**src/rtl/sdrx_pkg.sv**
```systemverilog
package sdrx_pkg;

  typedef enum logic [1:0] {
    RX_CLK_RISE = 2'd0,
    RX_CLK_FALL = 2'd1,
    RX_MAN_R0   = 2'd2,
    RX_MAN_R1   = 2'd3
  } rx_mode_t;

  typedef enum logic [1:0] {
    SRC_EXT      = 2'd0,
    SRC_INT      = 2'd1,
    SRC_HALF_INV = 2'd2,
    SRC_HALF     = 2'd3
  } clk_src_t;

  localparam logic signed [1:0] SYM_POS = 2'sb01;
  localparam logic signed [1:0] SYM_NEG = 2'sb11;

  function automatic logic signed [1:0] bit_to_sym(input logic b);
    return b ? SYM_POS : SYM_NEG;
  endfunction

endpackage

```
**src/rtl/sdrx_sync.sv**
```systemverilog
module sdrx_sync #(
  parameter int W      = 1,
  parameter int STAGES = 2
) (
  input  logic         clk,
  input  logic         rst,
  input  logic [W-1:0] d,
  output logic [W-1:0] q
);
  logic [STAGES-1:0][W-1:0] stg;

  generate
    if (STAGES == 1) begin : g_one
      always_ff @(posedge clk) begin
        if (rst) stg <= '0;
        else     stg <= d;
      end
    end else begin : g_chain
      always_ff @(posedge clk) begin
        if (rst) stg <= '0;
        else     stg <= {stg[STAGES-2:0], d};
      end
    end
  endgenerate

  assign q = stg[STAGES-1];
endmodule

```
**src/rtl/sdrx_clkgen.sv**
```systemverilog
module sdrx_clkgen
  import sdrx_pkg::*;
(
  input  logic       clk,
  input  logic       rst,
  input  logic       int_bclk,
  input  logic [1:0] src_sel,
  output logic       int_lvl
);
  logic int_q;
  logic half_q;

  always_ff @(posedge clk) begin
    if (rst) begin
      int_q  <= 1'b0;
      half_q <= 1'b0;
    end else begin
      int_q <= int_bclk;
      if (int_bclk && !int_q) half_q <= ~half_q;
    end
  end

  always_comb begin
    case (clk_src_t'(src_sel))
      SRC_HALF_INV: int_lvl = ~half_q;
      SRC_HALF:     int_lvl = half_q;
      default:      int_lvl = int_q;
    endcase
  end


  half_toggle_chk: assert property (@(posedge clk) disable iff (rst)
    !$stable(half_q) |-> $rose(int_q));
endmodule

```
**src/rtl/sdrx_edge.sv**
```systemverilog
module sdrx_edge (
  input  logic clk,
  input  logic rst,
  input  logic lvl,
  input  logic dat,
  input  logic fall_sel,
  output logic stb,
  output logic bit_o
);
  logic prev;
  logic rise;
  logic fall;

  always_ff @(posedge clk) begin
    if (rst) prev <= 1'b0;
    else     prev <= lvl;
  end

  assign rise  = lvl & ~prev;
  assign fall  = ~lvl & prev;
  assign stb   = fall_sel ? fall : rise;
  assign bit_o = dat;


  rise_single_chk: assert property (@(posedge clk) disable iff (rst)
    rise |=> !rise);

  fall_single_chk: assert property (@(posedge clk) disable iff (rst)
    fall |=> !fall);
endmodule

```
**src/rtl/sdrx_manch.sv**
```systemverilog
module sdrx_manch #(
  parameter int HP_W = 8
) (
  input  logic            clk,
  input  logic            rst,
  input  logic            active,
  input  logic            dat,
  input  logic            invert,
  input  logic [HP_W-1:0] half,
  output logic            stb,
  output logic            bit_o
);
  localparam int CNT_W = HP_W + 1;
  localparam logic [CNT_W-1:0] SAT = '1;

  logic             dprev;
  logic [CNT_W-1:0] cnt;
  logic [CNT_W-1:0] thr;
  logic             trans;

  assign thr   = {1'b0, half} + {2'b00, half[HP_W-1:1]};
  assign trans = dat ^ dprev;
  assign stb   = active & trans & (cnt >= thr);
  assign bit_o = invert ? dat : dprev;

  always_ff @(posedge clk) begin
    if (rst) begin
      dprev <= 1'b0;
      cnt   <= SAT;
    end else begin
      dprev <= dat;
      if (!active)         cnt <= SAT;
      else if (stb)        cnt <= {{(CNT_W-1){1'b0}}, 1'b1};
      else if (cnt != SAT) cnt <= cnt + 1'b1;
    end
  end


  accept_gap_chk: assert property (@(posedge clk) disable iff (rst || half < 2)
    stb |=> !stb);
endmodule

```
**src/rtl/sdrx_chan_rx.sv**
```systemverilog
module sdrx_chan_rx
  import sdrx_pkg::*;
#(
  parameter int HP_W        = 8,
  parameter int SYNC_STAGES = 2
) (
  input  logic               clk,
  input  logic               rst,
  input  logic               chan_en,
  input  logic [1:0]         mode_sel,
  input  logic [1:0]         src_sel,
  input  logic               alt_sel,
  input  logic               data_own,
  input  logic               data_alt,
  input  logic               ext_bclk,
  input  logic               int_bclk,
  input  logic [HP_W-1:0]    half_period,
  output logic               bclk_out,
  output logic               bit_vld,
  output logic signed [1:0]  bit_val
);
  logic       int_lvl;
  logic       clk_raw;
  logic       data_raw;
  logic [1:0] sync_q;
  logic       e_stb, e_bit;
  logic       m_stb, m_bit;
  logic       evt, evt_bit;
  logic       is_ext;

  assign is_ext = (clk_src_t'(src_sel) == SRC_EXT);

  sdrx_clkgen u_clkgen (
    .clk      (clk),
    .rst      (rst),
    .int_bclk (int_bclk),
    .src_sel  (src_sel),
    .int_lvl  (int_lvl)
  );

  assign clk_raw  = is_ext ? ext_bclk : int_lvl;
  assign data_raw = alt_sel ? data_alt : data_own;

  sdrx_sync #(.W(2), .STAGES(SYNC_STAGES)) u_sync (
    .clk (clk),
    .rst (rst),
    .d   ({clk_raw, data_raw}),
    .q   (sync_q)
  );

  sdrx_edge u_edge (
    .clk      (clk),
    .rst      (rst),
    .lvl      (sync_q[1]),
    .dat      (sync_q[0]),
    .fall_sel (rx_mode_t'(mode_sel) == RX_CLK_FALL),
    .stb      (e_stb),
    .bit_o    (e_bit)
  );

  sdrx_manch #(.HP_W(HP_W)) u_manch (
    .clk    (clk),
    .rst    (rst),
    .active (chan_en & mode_sel[1]),
    .dat    (sync_q[0]),
    .invert (mode_sel[0]),
    .half   (half_period),
    .stb    (m_stb),
    .bit_o  (m_bit)
  );

  assign evt     = mode_sel[1] ? m_stb : e_stb;
  assign evt_bit = mode_sel[1] ? m_bit : e_bit;

  always_ff @(posedge clk) begin
    if (rst) begin
      bit_vld  <= 1'b0;
      bit_val  <= 2'sb00;
      bclk_out <= 1'b0;
    end else begin
      bit_vld  <= chan_en & evt;
      if (chan_en & evt) bit_val <= bit_to_sym(evt_bit);
      bclk_out <= (chan_en && !is_ext) ? int_lvl : 1'b0;
    end
  end


  reset_quiet_chk: assert property (@(posedge clk)
    rst |=> (!bit_vld && !bclk_out && bit_val == 2'sb00));

  disabled_silent_chk: assert property (@(posedge clk) disable iff (rst)
    !chan_en |=> !bit_vld);

  ext_no_drive_chk: assert property (@(posedge clk) disable iff (rst)
    (is_ext || !chan_en) |=> !bclk_out);

  symbol_legal_chk: assert property (@(posedge clk) disable iff (rst)
    bit_vld |-> (bit_val == SYM_POS || bit_val == SYM_NEG));
endmodule

```
**config.mk**
```make
export PLATFORM = sky130hd
export DESIGN_NAME = sdrx_chan_rx
export DESIGN_NICKNAME = d
export VERILOG_FILES = /design/src/rtl/sdrx_pkg.sv /design/src/rtl/sdrx_sync.sv /design/src/rtl/sdrx_clkgen.sv /design/src/rtl/sdrx_edge.sv /design/src/rtl/sdrx_manch.sv /design/src/rtl/sdrx_chan_rx.sv
export SDC_FILE = /design/constraint.sdc
export NUM_CORES = 1
export LEC_CHECK = 0
export BUFFER_PORTS_ARGS = -buffer_cell sky130_fd_sc_hd__clkbuf_2
export CAP_MARGIN = 20
export CORE_MARGIN = 8
export CORE_UTILIZATION = 42
export DETAILED_ROUTE_END_ITERATION = 12
export PLACE_DENSITY = 0.74
export SYNTH_ARGS = -nofsm -noshare
export SYNTH_HDL_FRONTEND = slang
export SYNTH_SLANG_ARGS = --single-unit
export TNS_END_PERCENT = 1
```
**constraint.sdc**
```tcl
create_clock -name clk -period 7.65 [get_ports clk]
set_input_delay 0.3825 -clock clk [delete_from_list [all_inputs] [get_ports clk]]
set_output_delay 0.3825 -clock clk [all_outputs]
set_load 0.05 [all_outputs]
```
==> flow_summary.ini <==
[run_status]
outcome = finished clean

[grt]
antenna_found_initial = 0
gr-total-overflow = 0
grt_first_pass_wirelength_um = 4620
grt_start_max_net_pins = 15
first_global_vias = 1164
grt_usage_pct = 10.5

[power_and_ir_drop]
vdd_ir_drop_max_uv = 113
seqPwrFrac_pct = 35.1
internal_power_uw = 233
combPwrFrac_pct = 51.6
net-switching-power_uw = 151
switching_share_pct = 39.3
cellPowerDensity_mw_per_mm2 = 247
pwr-share-clk_pct = 13.4
p_leak_nw = 0.744

[logic_synthesis]
syn_nets = 193
ys_warn_count = 0
synth_top_cell_by_area = dfxtp_1
synthTopCellsByArea = dfxtp_1 31%, ha_1 17%, xor2_1 5.8%
yosysSeqAreaShare_pct = 30.7
synth.distinct_cells = 37
synthCells = 153
avgSynthCellArea_um2 = 8.94
async_flop_share_pct = 0
ys_ff_latch = 21
syn_area_mm2 = 0.00137
synth_common_cells = 21 x dfxtp_1, 19 x ha_1, 14 x nor2_1
yosysMostFrequentCell = dfxtp_1
synth_edf_count = 0
synth_top_area_share_pct = 30.7
synth_top_flop_cell = dfxtp_1

[detailed_routing]
via_per_inst = 5.13
met3WireLength_um = 205
wl_met1_um = 1190
drc = 0
num_vias = 1138
top_layer_used = met4
avgRoutedWirePerCell_um = 12.1
first_pass_iters = 4
wl_met2_um = 1270
drtAntennaViolNets = 0
drt-initial-drc-count = 29
routed_wl_um = 2700

[timing]
setup-violations-final = 0
tightest_slew_ns = 0.463
finalHoldViolations = 0
tns_ns = 0
finClkSkew_ns = 0.00895
fmax_ghz = 0.330
period_share_pct = 39.6
slew_viol_final = 0
setup_ws_ns = 4.62
layout_min_cycle_time_ns = 3.03
rsz0062_at_grt = false
slew_headroom_pct = 68.7

[finish]
diodes = 0
fillCellCount = 300
design_area_mm2 = 0.00156
drive_gt1_share_pct = 16.3
nets = 219
syn_to_final_growth_pct = 13.9
layout.area.seq_um2 = 420
multiInputGateArea_um2 = 902

[placed_design]
gp_congestion = 0.810
post-place-ws_ns = 4.30
portBuffers = 23
place_hpwl_um = 2260
place_area_mm2 = 0.00153

[floorplanning]
die_w_um = 73.1
dieArea_mm2 = 0.00534
die_h_um = 73.1
core_mm2 = 0.00308
initial_core_util_pct = 44.4
num_rows = 20
ios = 24

[worst_setup_path]
worstPathCellList = clkbuf_2 -> ha_1 -> a21o_1 -> a211oi_1 -> nor2_1 -> o41ai_1 -> xor2_1 -> ha_1 -> nand4_1 -> nor2_1 -> a21oi_1 -> a31o_1 -> mux2_4
worst-path-buf-inv = 1
critPathMaxStageDelay_ns = 0.41
path_class = in2reg
worst-path-max-fanout = 3
worstSetupStartpointType = input pin
required_ns = 7.85
crit_family = compound AO/OA/AOI/OAI gates
worstPathArrival_ns = 3.23
slowest_stage = o41ai_1
end_kind = flop

[cts]
cts_sinks = 21
cts_tree = yes
cts-buffers-inserted = 3
insertion_delay_ns = 0.30
post_cts_resized = 0
h-tree-depth = 1
path_clk_slew_ns = 0.12
ctsHoldBuffers = 0
cts_setup_buffers = 0
cts-root-buf = clkbuf_4
cts_buffer_depth = 2

[run]
cap_violations = 0

[hold_path]
hold_path_class = in2reg
-- through the flow --
| stage | utilization [%] | power (mW) | instances | hold WS [ns] |
|---|---|---|---|---|
| 6_report | 50.6 | 0.384 | 222 | 0.313 |
| 3_5_place_dp | 49.7 | 0.333 | 218 | 0.425 |
| 5_1_grt | 50.6 | 0.415 | 222 | 0.314 |
| 4_1_cts | 50.6 | 0.387 | 222 | 0.303 |
| 2_1_floorplan | - | 0.293 | 153 | 0.414 |
| 3_3_place_gp | 49.7 | 0.321 | 218 | 0.417 |
-- worst reg2reg max path, stage by stage (launching register included) --
cell and delay [ns]:
dfxtp_1 0.42, inv_1 0.06, ha_1 0.28, nor2b_1 0.11, o21ai_1 0.08, a21oi_1 0.25, a31o_1 0.25, mux2_4 0.30
-- cells by family (layout without fill, tap and decap cells) --
group           count (synthesis)  in the layout  share of synthesized area [%]
compound gates                 36             36                           16.7
xor+xnor                       14             14                           8.97
fa+ha+maj                      20             20                           18.8
buf+inv                        12             37                           3.29
flops                          21             21                           30.7
mux                             5              5                           4.03
simple gates                   45             45                           17.4
-- power groups by stage --
stage	combinational [mW]	clock [mW]	sequential (mW)
finish	0.198	0.0514	0.135
global route	0.219	0.0591	0.136
CTS	0.198	0.0539	0.135
detailed placement	0.196	0	0.137
global placement	0.185	0	0.136
floorplan	0.157	0	0.136
-- final timing paths --
check                  from              to  slack (ns)  depth (start not counted)
min                int_bclk  u_clkgen.int_q        0.31                          2
max reg2reg  u_manch.cnt[0]      bit_val[1]        5.82                          7
max          half_period[1]      bit_val[1]        4.62                         13
min reg2reg   u_sync.stg[0]     u_sync.q[0]        0.45                          1
-- cell usage in the layout (no fill, tap or decap), types with 2 or more instances in the layout --
| cell type | instances |
|---|---|
| clkbuf_2 | 23 |
| dfxtp_1 | 21 |
| ha_1 | 19 |
| nor2_1 | 14 |
| inv_1 | 10 |
| nor2b_1 | 10 |
| o21ai_1 | 10 |
| xor2_1 | 9 |
| nand2_1 | 8 |
| a21oi_1 | 8 |
| xnor2_1 | 5 |
| mux2i_1 | 4 |
| a21o_1 | 3 |
| nand4_1 | 3 |
| clkbuf_4 | 3 |
| a211oi_1 | 2 |
| o21ai_0 | 2 |
| and3b_1 | 2 |
| nand3b_1 | 2 |
-- metal layers --
layer	vias to the layer above	GRT usage (%)
met1	508	11.2
met3	6	3.02
met5	-	0
met4	0	3.33
li1	586	-
met2	38	19.1
-- flip-flops by register name, summed over array words and instances, names as in the netlist --
register	cells
bit_val	2
u_manch.cnt	9
bit_vld	1
bclk_out	1
u_clkgen.half_q	1
u_clkgen.int_q	1
u_sync.q	2
u_sync.stg	2
u_manch.dprev	1
u_edge.prev	1
-- final cells by class --
| cell class | instances | area share [%] |
|---|---|---|
| clock inverter | 1 | 0.321 |
| multi-input combinational | 120 | 57.9 |
| tap | 44 | 3.53 |
| sequential | 21 | 27.0 |
| clock buffer | 3 | 1.45 |
| inverter | 10 | 2.41 |
| timing repair buffer | 23 | 7.39 |
No activity file was read; power rests on OpenSTA's default activity.
